## src/rtl/mod_agu_pkg.sv

```systemverilog
package mod_agu_pkg;
  typedef enum logic [1:0] {
    MODE_PLAIN  = 2'd0,
    MODE_PRE    = 2'd1,
    MODE_POST   = 2'd2,
    MODE_OFFSET = 2'd3
  } agu_mode_e;
endpackage

```

## src/rtl/mod_agu_cfg.sv

```systemverilog
module mod_agu_cfg #(
  parameter int AW = 16,
  parameter int SW = 4
) (
  input  logic          clk_i,
  input  logic          rst_ni,
  input  logic          we_i,
  input  logic          en_i,
  input  logic [SW-1:0] sel_i,
  input  logic [AW-1:0] start_i,
  input  logic [AW-1:0] end_i,
  output logic          en_o,
  output logic [SW-1:0] sel_o,
  output logic [AW-1:0] start_o,
  output logic [AW-1:0] end_o,
  output logic [AW-1:0] len_o
);
  logic          en_q;
  logic [SW-1:0] sel_q;
  logic [AW-1:0] start_q, end_q, len_q;

  always_ff @(posedge clk_i or negedge rst_ni) begin
    if (!rst_ni) begin
      en_q    <= 1'b0;
      sel_q   <= '0;
      start_q <= '0;
      end_q   <= '0;
      len_q   <= AW'(1);
    end else if (we_i) begin
      en_q    <= en_i;
      sel_q   <= sel_i;
      start_q <= start_i;
      end_q   <= end_i;
      len_q   <= end_i - start_i + AW'(1);  // length precomputed off the address path
    end
  end

  assign en_o    = en_q;
  assign sel_o   = sel_q;
  assign start_o = start_q;
  assign end_o   = end_q;
  assign len_o   = len_q;


  cfg_load_chk: assert property (@(posedge clk_i) disable iff (!rst_ni)
    we_i |=> (en_o == $past(en_i) && start_o == $past(start_i) && end_o == $past(end_i)));

  cfg_hold_chk: assert property (@(posedge clk_i) disable iff (!rst_ni)
    !we_i |=> ($stable(en_o) && $stable(start_o) && $stable(end_o) && $stable(sel_o)));
endmodule

```

## src/rtl/mod_agu_wrap.sv

```systemverilog
module mod_agu_wrap #(
  parameter int AW = 16
) (
  input  logic          clk_i,
  input  logic          rst_ni,
  input  logic          active_i,
  input  logic [AW-1:0] ptr_i,
  input  logic [AW-1:0] step_i,
  input  logic [AW-1:0] start_i,
  input  logic [AW-1:0] end_i,
  input  logic [AW-1:0] len_i,
  output logic [AW-1:0] addr_o
);
  logic [AW-1:0] sum;
  logic          step_pos, step_neg;
  logic          over_hi, under_lo;

  assign sum      = ptr_i + step_i;
  assign step_neg = step_i[AW-1];
  assign step_pos = !step_i[AW-1] && (|step_i);
  // strict compares: overshoot folds, exact landing does not
  assign over_hi  = active_i && step_pos && (sum > end_i);
  assign under_lo = active_i && step_neg && (sum < start_i);

  always_comb begin
    addr_o = sum;
    if (over_hi)       addr_o = sum - len_i;
    else if (under_lo) addr_o = sum + len_i;
  end


  up_in_window_chk: assert property (@(posedge clk_i) disable iff (!rst_ni)
    (active_i && step_pos && ptr_i >= start_i && ptr_i <= end_i && step_i < len_i)
      |-> (addr_o >= start_i && addr_o <= end_i));

  down_in_window_chk: assert property (@(posedge clk_i) disable iff (!rst_ni)
    (active_i && step_neg && ptr_i >= start_i && ptr_i <= end_i && (-step_i) < len_i)
      |-> (addr_o >= start_i && addr_o <= end_i));

  zero_step_chk: assert property (@(posedge clk_i) disable iff (!rst_ni)
    (step_i == '0) |-> (addr_o == ptr_i));
endmodule

```

## src/rtl/mod_agu_route.sv

```systemverilog
module mod_agu_route
  import mod_agu_pkg::*;
#(
  parameter int AW = 16
) (
  input  logic          clk_i,
  input  logic          rst_ni,
  input  logic [1:0]    mode_i,
  input  logic [AW-1:0] ptr_i,
  input  logic [AW-1:0] corr_i,
  output logic [AW-1:0] ea_o,
  output logic [AW-1:0] wb_data_o,
  output logic          wb_en_o
);
  agu_mode_e mode;
  assign mode = agu_mode_e'(mode_i);

  always_comb begin
    wb_data_o = corr_i;
    unique case (mode)
      MODE_PRE:    begin ea_o = corr_i; wb_en_o = 1'b1; end
      MODE_POST:   begin ea_o = ptr_i;  wb_en_o = 1'b1; end
      MODE_OFFSET: begin ea_o = corr_i; wb_en_o = 1'b0; end
      default:     begin ea_o = ptr_i;  wb_en_o = 1'b0; end
    endcase
  end


  wb_only_modify_chk: assert property (@(posedge clk_i) disable iff (!rst_ni)
    wb_en_o |-> (mode_i == 2'd1 || mode_i == 2'd2));

  post_ea_chk: assert property (@(posedge clk_i) disable iff (!rst_ni)
    (mode_i == 2'd2) |-> (ea_o == ptr_i && wb_data_o == corr_i));

  pre_ea_chk: assert property (@(posedge clk_i) disable iff (!rst_ni)
    (mode_i == 2'd1) |-> (ea_o == wb_data_o));
endmodule

```

## src/rtl/mod_agu.sv

```systemverilog
module mod_agu #(
  parameter int AW = 16,
  parameter int SW = 4
) (
  input  logic          clk_i,
  input  logic          rst_ni,
  input  logic          cfg_we_i,
  input  logic          cfg_en_i,
  input  logic [SW-1:0] cfg_sel_i,
  input  logic [AW-1:0] cfg_start_i,
  input  logic [AW-1:0] cfg_end_i,
  input  logic [SW-1:0] ptr_sel_i,
  input  logic [AW-1:0] ptr_i,
  input  logic [AW-1:0] step_i,
  input  logic [1:0]    mode_i,
  output logic [AW-1:0] ea_o,
  output logic [AW-1:0] wb_data_o,
  output logic          wb_en_o
);
  logic          en_q;
  logic [SW-1:0] sel_q;
  logic [AW-1:0] start_q, end_q, len_q;
  logic          active;
  logic [AW-1:0] corr;

  mod_agu_cfg #(.AW(AW), .SW(SW)) i_cfg (
    .clk_i, .rst_ni,
    .we_i(cfg_we_i), .en_i(cfg_en_i), .sel_i(cfg_sel_i),
    .start_i(cfg_start_i), .end_i(cfg_end_i),
    .en_o(en_q), .sel_o(sel_q), .start_o(start_q), .end_o(end_q), .len_o(len_q)
  );

  assign active = en_q && (ptr_sel_i == sel_q);

  mod_agu_wrap #(.AW(AW)) i_wrap (
    .clk_i, .rst_ni,
    .active_i(active), .ptr_i, .step_i,
    .start_i(start_q), .end_i(end_q), .len_i(len_q),
    .addr_o(corr)
  );

  mod_agu_route #(.AW(AW)) i_route (
    .clk_i, .rst_ni,
    .mode_i, .ptr_i, .corr_i(corr),
    .ea_o, .wb_data_o, .wb_en_o
  );


  no_fold_when_idle_chk: assert property (@(posedge clk_i) disable iff (!rst_ni)
    (!active) |-> (wb_data_o == AW'(ptr_i + step_i)));
endmodule

```

## config.mk

```make
export PLATFORM = sky130hd
export DESIGN_NAME = mod_agu
export DESIGN_NICKNAME = d
export VERILOG_FILES = /design/src/rtl/mod_agu_pkg.sv /design/src/rtl/mod_agu_cfg.sv /design/src/rtl/mod_agu_wrap.sv /design/src/rtl/mod_agu_route.sv /design/src/rtl/mod_agu.sv
export SDC_FILE = /design/constraint.sdc
export NUM_CORES = 1
export LEC_CHECK = 0
export CORE_ASPECT_RATIO = 0.9
export CORE_MARGIN = 8
export CORE_UTILIZATION = 55
export DETAILED_ROUTE_END_ITERATION = 16
export PLACE_DENSITY = 0.82
export RECOVER_POWER = 100
export SETUP_SLACK_MARGIN = 0.15
export SYNTH_ARGS = -nofsm -noshare
export SYNTH_HDL_FRONTEND = slang
export SYNTH_HIERARCHICAL = 1
export SYNTH_SLANG_ARGS = --single-unit
export TNS_END_PERCENT = 10
```

## constraint.sdc

```tcl
create_clock -name clk_i -period 8 [get_ports clk_i]
set_input_delay 1.6 -clock clk_i [delete_from_list [all_inputs] [get_ports clk_i]]
set_output_delay 1.6 -clock clk_i [all_outputs]
set_load 0.05 [all_outputs]
```

# == Yosys cells after proc, flatten, opt, wreduce, memory -nomap -nowiden ==
# Index checks and enable logic that the tools add are counted.
# totals
in_bits,78
ff_bits,53
output_inout_bits,33
wordCells,30
# op_classes
mux,4
n_reduce_logical,10
order_cmp,2
n_addsub,5
eq_ne,4
# ops
op,n
$mux 16,3
$add 16x16->16,2
$sub 16x16->16,2
$add 16x1->16 const B,1
$gt 16x16->1,1
$lt 16x16->1,1
$reduce_or 16->1,1
$logic_and 1x1->1,6
$eq 2x2->1 const B,2
$eq 4x4->1,1
$reduce_or 2->1,2
$eq 2x1->1 const B,1
$logic_not 1->1,1
$mux 1,1

# == Longest topological paths before layout ==
# Gate-level depths: netlist (run 1).
# logic_depth
ltp_word,7
ltp_mapped,20
depth_no_buf,19

# == Cells and area by module ==
# The synthesis (run 1) kept the hierarchy.
# by_module_without_submodules
mod,seq_area_each_um2,area_per_inst_um2,n_inst,cells_per_inst
mod_agu_wrap,0.0,3175.5,1,432
mod_agu_cfg,1327.5,2939.1,1,260
mod_agu_route,0.0,347.8,1,38
mod_agu,0.0,65.1,1,9

# == Worst setup path before layout (run 1) ==
# Ideal clock, no wire load.
# synth_path
kind,input port to output port
startpoint,input ptr_i[0]
endpoint,output ea_o[7]
cell_stages,18
path_buffers,1
t_required_ns,6.400
setup_slack_ns,0.631
arrival_time_ns,5.769
cell_sequence,ha_1 -> fa_1 -> a211oi_1 -> o21ai_0 -> a21oi_1 -> o21ai_0 -> a21oi_1 -> o21ai_0 -> xor2_1 -> ha_1 -> and4_1 -> and2_1 -> a221oi_1 -> nor2_1 -> clkbuf_1 -> a221o_1 -> a22o_1 -> mux2_2
# synth_between
elab_chain_cells,6
word_cells_on_any_way,10
classes_between,add/sub: 3; order compare: 2; mux: 3; reduce/logical: 2
# synth_rtl
item,line,text
"start, declared",mod_agu.sv:13,"input logic [AW-1:0] ptr_i,"
$add 16x16->16 (*),mod_agu_wrap.sv:18,assign sum = ptr_i + step_i;
$lt 16x16->1,mod_agu_wrap.sv:23,assign under_lo = active_i && step_neg && (sum < start_i);
$logic_and 1x1->1,mod_agu_wrap.sv:23,
$mux 16,mod_agu_wrap.sv:28,else if (under_lo) addr_o = sum + len_i;
$mux 16 (*),mod_agu_wrap.sv:27,if (over_hi) addr_o = sum - len_i;
net corr[7],mod_agu.sv:24,logic [AW-1:0] corr;
$mux 16 (*),mod_agu_route.sv:20,unique case (mode)
"end, declared",mod_agu.sv:16,"output logic [AW-1:0] ea_o,"
# Mark *: on every way through the listed nets, which the timed path passes. The rest lies on a longest branch.

# == Worst setup path in the final report (run 1) ==
# layout_path
startpoint,input step_i[0]
endpoint,output ea_o[12]
# layout_between
elab_chain_cells,6
word_cells_on_any_way,13
classes_between,add/sub: 3; order compare: 2; mux: 3; reduce/logical: 5
# layout_rtl
item,line,text
"start, declared",mod_agu.sv:14,"input logic [AW-1:0] step_i,"
$add 16x16->16 or $reduce_or 16->1 (tied branches),"mod_agu_wrap.sv:18, mod_agu_wrap.sv:20",
$lt 16x16->1 or $logic_and 1x1->1 (tied branches),"mod_agu_wrap.sv:23, mod_agu_wrap.sv:20",
$logic_and 1x1->1 (on tied branches),"mod_agu_wrap.sv:23, mod_agu_wrap.sv:22",
$mux 16 or $logic_and 1x1->1 (tied branches),"mod_agu_wrap.sv:28, mod_agu_wrap.sv:22",
$mux 16 (*),mod_agu_wrap.sv:27,
$mux 16 (*),mod_agu_route.sv:20,
# Every way passes the cells marked *; elsewhere a longest branch is shown, timed or not.

==> results of run 1 <==
[metrics by stage]
stage	area, µm²	setup WS, ps	std cells	setup TNS, ps	power [mW]
6_report	8420	208	1025	0	1.96
2_1_floorplan	6530	631	739	0	1.24
3_5_place_dp	8060	-185	1010	-2410	1.68
3_3_place_gp	8060	-36.6	1010	-221	1.65
5_1_grt	8420	20.9	1025	0	2.08
4_1_cts	8270	155	1020	0	1.92
[final timing paths]
kind	from	end	slack, ps	depth (start not counted)
worst max-delay path	step_i[0]	ea_o[12]	210	21
worst min-delay path	i_cfg/end_o[12]$_DFFE_PN0P_	i_cfg/end_o[12]$_DFFE_PN0P_	510	1
max in group asynchronous	rst_ni	i_cfg/end_o[15]$_DFFE_PN0P_	3960	2
worst max register to register	i_cfg/len_o[15]$_DFFE_PN0P_	i_cfg/len_o[15]$_DFFE_PN0P_	6830	3
worst min register to register	i_cfg/end_o[12]$_DFFE_PN0P_	i_cfg/end_o[12]$_DFFE_PN0P_	510	1
min in group asynchronous	rst_ni	i_cfg/start_o[2]$_DFFE_PN0P_	2360	2
[metal layers]
| layer | part of all wire | global-route usage |
|---|---|---|
| met1 | 0.40 | 0.284 |
| met5 | 0 | 0 |
| met3 | 0.058 | 0.0410 |
| met2 | 0.52 | 0.433 |
| met4 | 0.022 | 0.0746 |
[cell usage in the layout (no fill, tap or decap), drive strengths merged, types with 7 or more instances in the layout]
master and instances:
ha 108, inv 83, buf 78, clkdlybuf4s50 73, mux2 61, a21oi 53, dfrtp 52, nor2 41
o21ai 27, a21o 24, nand2 24, xnor2 17, nor3 16, a221o 14, nor2b 13, nand2b 12
o21a 12, a22o 11, clkbuf 11, o221ai 10, xor2 8, a31oi 8, nand3 8, nand4 7
o211ai 7, a211oi 7
[synthesized netlist by cell type, types with 9 or more instances]
library cell / number / area, µm²
a21o_1: 24 / 180
a21oi_1: 53 / 265
a221o_1: 14 / 140
a22o_1: 11 / 96.3
buf_4: 16 / 120
clkbuf_1: 9 / 33.8
dfrtp_1: 52 / 1300
ha_1: 108 / 1350
inv_1: 82 / 308
mux2_2: 61 / 687
nand2_1: 24 / 90.1
nand2b_1: 12 / 75.1
nor2_1: 41 / 154
nor2b_1: 13 / 81.3
nor3_1: 16 / 80.1
o21a_1: 12 / 90.1
o21ai_0: 26 / 130
o221ai_1: 10 / 87.6
xnor2_1: 17 / 149
[flip-flops by register name, summed over array words and instances, names as in the netlist]
name,count
i_cfg/len_o,16
i_cfg/start_o,16
i_cfg/end_o,16
i_cfg/sel_o,4
i_cfg/en_o,1
[timing repair]
| item | in CTS | in global routing |
|---|---|---|
| resized for setup | 13 | 36 |
| endpoints found under the setup margin | 32 | 30 |
| pin swaps | 5 | 20 |
| setup buffers | 2 | 5 |
[area by class of cell]
| class | instances | area, µm² |
|---|---|---|
| clock inverter | 2 | 10.0 |
| sequential | 53 | 1330 |
| clock buffer | 6 | 129 |
| fill | 852 | 3110 |
| timing repair buffer | 159 | 1590 |
| multi-input combinational | 566 | 4860 |
| inverter | 83 | 312 |
| tap | 156 | 195 |
[power by group]
part           internal [mW]  switching (mW)
sequential             0.308          0.0337
combinational          0.628           0.777
clock                  0.115          0.0991
total                   1.05           0.910
[kinds of logic after synthesis]
group                      Yosys count  share of synthesized area
AOI/OAI and AO/OA                  212                      0.229
xor gates and xnor gates            25                     0.0335
adders and majority gates          112                      0.219
buffers and inverters              120                     0.0811
DFF                                 53                      0.203
muxes                               62                      0.107
and+or+nand+nor                    155                      0.127
[worst reg2reg max path, stage by stage (launching register included)]
cell and delay (ps):
dfrtp_1 400, nor2b_1 160, a221o_1 390, o31a_1 110
==> impl_metrics.json, run 1 <==
{
  "fin_nets": 1058,
  "dieArea_mm2": 0.0156,
  "ant_nets": 0,
  "root_buffer": "clkbuf_16",
  "wl_per_cell_um": 18.6,
  "powerDensity_mw_per_mm2": 233,
  "path_clk_slew_ps": 60,
  "dr.pass1.iters": 5,
  "clkSinkCount": 53,
  "crit_family": "compound AO/OA/AOI/OAI gates",
  "cp_common_cell": "o21ai_2",
  "maxCapViolCount": 2,
  "ys_seq_elements": 53,
  "antenna_found_initial": 0,
  "grt_start_max_net_pins": 58,
  "grt_pass1_vias": 6459,
  "viasPerCell": 6.12,
  "die_w_um": 131,
  "min_path_type": "register to register",
  "path_buf_inv": 4,
  "period_minus_slack_ps": 7790,
  "drt-total-wl_um": 19100,
  "num_rows": 37,
  "slew_violations": 112,
  "start_util": 0.566,
  "seq_area_frac_synth": 0.203,
  "finalHoldViolCount": 0,
  "syn-instance-count": 739,
  "cts_buffer_depth": 2,
  "core_mm2": 0.0115,
  "p_leak_nw": 3.98,
  "crit_path_max_incr_delay_ps": 430,
  "synth_ff_type": "dfrtp_1",
  "postCtsHoldBufs": 0,
  "critical_path_class": "primary input to output pin",
  "h-tree-depth": 2,
  "syn_avg_cell_area_um2": 8.83,
  "slew-limit-headroom": -0.983,
  "hold_slack_ps": 512,
  "status": "complete, but fails checks",
  "dpl.hpwl_um": 15400,
  "diodes": 0,
  "endpoint_kind": "output pin",
  "syn_area_mm2": 0.00653,
  "crit_path_start_kind": "primary input",
  "worstPathCellList": "clkdlybuf4s50_1 -> ha_2 -> fa_2 -> a211oi_2 -> o21ai_2 -> a21oi_1 -> o21ai_2 -> a21oi_2 -> buf_4 -> xnor2_1 -> ha_1 -> a21o_1 -> a21oi_1 -> o21ai_2 -> a221oi_4 -> nor2_4 -> buf_4 -> a221o_1 -> a22o_1 -> mux2_2 -> clkbuf_2",
  "cts_tree": "done",
  "layout-drive-gt1-share": 0.217,
  "synthDistinctLibCells": 69,
  "setup_viol": 0,
  "fmax_ghz": 0.128,
  "arrival_ps": 6190,
  "numCtsBuffers": 5,
  "die_h_um": 119,
  "fin_skew_ps": 0,
  "pin_count": 111,
  "cp_max_fo": 3,
  "async_flop_share": 1.00,
  "dr.first_iter.drc_count": 506,
  "drc_errors": 0,
  "gp_routability_congestion": 0.896,
  "worst_slew_pin_slew_ps": 2970,
  "syn_to_final_growth_pct": 29.0,
  "yosys_warnings": 6,
  "clk_latency_ps": 300,
  "track_usage": 0.241,
  "grt_pass1_wl_um": 31000,
  "fin_util": 0.730,
  "vias": 6272,
  "cp.required_ps": 6400,
  "min_period_over_period": 0.974,
  "syn_nets": 929,
  "rsz0062_at_grt": "false",
  "violations": "capacitance limit, slew limit",
  "io_buffers": 110,
  "slowest_stage": "clkdlybuf4s50_1",
  "ir_drop_v": 0.000106,
  "synth-edff-count": 0,
  "grt-ovfl-total": 0
}
Power figures use the tool's default switching activity.
==> run 2: changes to the inputs <==
--- a/config.mk
+++ b/config.mk
@@ -5,7 +5,7 @@
 export SDC_FILE = /design/constraint.sdc
 export NUM_CORES = 1
 export LEC_CHECK = 0
-export CORE_ASPECT_RATIO = 0.9
+export CORE_ASPECT_RATIO = 1.2
 export CORE_MARGIN = 8
 export CORE_UTILIZATION = 55
 export DETAILED_ROUTE_END_ITERATION = 16
==> impl_metrics.json, run 2 (same netlist as run 1, synthesis figures left out) <==
{
  "gr-usage-met1": 0.294,
  "setup_viol": 0,
  "slew_violations": 112,
  "period_minus_slack_ps": 7770,
  "drc_errors": 0,
  "stdcell_area_mm2": 0.00851,
  "cts_tree": "done",
  "drt-total-wl_um": 19100,
  "layout-drive-gt1-share": 0.230,
  "seq_area_mm2": 0.00133,
  "dr.first_iter.drc_count": 309,
  "setup_tns_ps": 0,
  "vias": 6146,
  "min_path_type": "register to register",
  "crit_path_max_incr_delay_ps": 540,
  "rsz0062_at_grt": "true",
  "worstPathCellList": "clkdlybuf4s50_1 -> ha_1 -> buf_4 -> o21ai_0 -> o21ai_2 -> a21oi_2 -> o21ai_2 -> a21oi_4 -> o21bai_2 -> xor2_2 -> buf_4 -> buf_4 -> ha_1 -> a21o_1 -> a31oi_4 -> o31a_1 -> a221o_1 -> mux2i_1 -> mux2_4 -> buf_12",
  "diodes": 0,
  "swShare": 0.458,
  "fin_skew_ps": 0,
  "wl_per_cell_um": 18.6,
  "cp_max_fo": 9,
  "antenna_found_initial": 0,
  "clk_latency_ps": 290,
  "powerDensity_mw_per_mm2": 232,
  "dr.pass1.iters": 5,
  "fill_cells": 827,
  "p_leak_nw": 3.99,
  "final_cells": 1026,
  "finalHoldViolCount": 0,
  "p_sw_mw": 0.906,
  "multi_input_area_mm2": 0.00492,
  "crit_path_start_kind": "primary input",
  "fmax_ghz": 0.129,
  "worst_slew_pin_slew_ps": 3010,
  "placedCellCount": 1010,
  "path_clk_slew_ps": 60,
  "status": "complete, but fails checks",
  "placed_area_mm2": 0.00804,
  "gp_routability_congestion": 0.950,
  "final_cell_mix": "ha_1, inv_1, clkdlybuf4s50_1",
  "viasPerCell": 5.99,
  "ant_nets": 0,
  "grt_start_max_net_pins": 58,
  "maxCapViolCount": 2,
  "pin_count": 111,
  "layout_commonest_cell": "ha_1",
  "cp_common_cell": "buf_4",
  "combinationalPowerShare": 0.722,
  "syn_to_final_growth_pct": 30.4,
  "track_usage": 0.237,
  "slowest_stage": "clkdlybuf4s50_1",
  "dpl.hpwl_um": 15200,
  "die_h_um": 135,
  "endpoint_kind": "output pin",
  "fin_nets": 1058,
  "ir_drop_v": 0.000186,
  "grt_pass1_vias": 6193,
  "grt-busiest-layer": "met2",
  "dieArea_mm2": 0.0156,
  "start_util": 0.564,
  "critical_path_class": "primary input to output pin",
  "clkSinkCount": 53,
  "numCtsBuffers": 5,
  "p_clk_frac": 0.106,
  "num_rows": 43,
  "cp.required_ps": 6400,
  "grt_util_met3": 0.0245,
  "core_mm2": 0.0116,
  "h-tree-depth": 2,
  "violations": "capacitance limit, slew limit",
  "grt-ovfl-total": 0,
  "die_w_um": 115,
  "cts_buffer_depth": 2,
  "grtUsageMet2": 0.414,
  "p_int_mw": 1.07,
  "io_buffers": 110,
  "slew-limit-headroom": -1.01,
  "arrival_ps": 6170,
  "root_buffer": "clkbuf_16",
  "pwr-share-seq": 0.173,
  "grt_pass1_wl_um": 30200,
  "min_period_over_period": 0.972,
  "rrSetupSlack_ps": 6780
}
run 2: worst paths after layout:
kind / from / to / cells after the start
worst max-delay path: step_i[3] / ea_o[15] / 20
worst min-delay path: i_cfg/start_o[7]$_DFFE_PN0P_ / i_cfg/start_o[7]$_DFFE_PN0P_ / 1
worst max register to register: i_cfg/len_o[15]$_DFFE_PN0P_ / i_cfg/len_o[15]$_DFFE_PN0P_ / 3
worst min register to register: i_cfg/start_o[7]$_DFFE_PN0P_ / i_cfg/start_o[7]$_DFFE_PN0P_ / 1
max in group asynchronous: rst_ni / i_cfg/start_o[11]$_DFFE_PN0P_ / 2
min in group asynchronous: rst_ni / i_cfg/start_o[0]$_DFFE_PN0P_ / 2
run 2: timing repair:
| action | 4_1_cts | 5_1_grt |
|---|---|---|
| pin swaps | 7 | 22 |
| setup buffers | 2 | 6 |
| gates resized for setup | 11 | 53 |
| gates cloned | 0 | 0 |
| hold buffers | 0 | 0 |
| endpoints found under the setup margin | 29 | 32 |
run 2: power groups by stage:
stage | registers [mW] | logic, mW | clock network (mW)
floorplan | 0.333 | 0.904 | 0
global placement | 0.343 | 1.29 | 0
detailed placement | 0.346 | 1.32 | 0
CTS | 0.341 | 1.33 | 0.214
global route | 0.347 | 1.53 | 0.226
finish | 0.342 | 1.43 | 0.209
run 2: area by class of cell:
| type | instances | area share |
|---|---|---|
| clock buffer | 7 | 0.0156 |
| clock inverter | 1 | 0.000882 |
| inverter | 83 | 0.0366 |
| multi-input combinational | 566 | 0.578 |
| sequential | 53 | 0.156 |
| tap | 157 | 0.0231 |
| timing repair buffer | 159 | 0.190 |
run 2: per-stage QoR:
step | power (mW) | util | worst slack (ps) | hold WS, ps
2_1_floorplan | 1.24 | - | 631 | 480
3_3_place_gp | 1.63 | 0.695 | -53.0 | 492
3_5_place_dp | 1.66 | 0.695 | -168 | 495
6_report | 1.98 | 0.736 | 227 | 508
4_1_cts | 1.89 | 0.711 | 172 | 511
5_1_grt | 2.11 | 0.736 | 47.4 | 519
run 2: metal layers:
metal | up-vias | part of all wire
met2 | 224 | 0.50
met4 | 0 | 0.025
met3 | 36 | 0.053
met1 | 2929 | 0.42
li1 | 2957 | -
met5 | - | 0
run 2: critical path, delay by kind of cell:
| kind | cells | cell delay, ps |
|---|---|---|
| AO/OA/AOI/OAI | 10 | 2020 |
| XOR/XNOR | 1 | 200 |
| adder cells (fa/ha/maj) | 2 | 790 |
| buffers and inverters | 5 | 1130 |
| multiplexers | 2 | 430 |
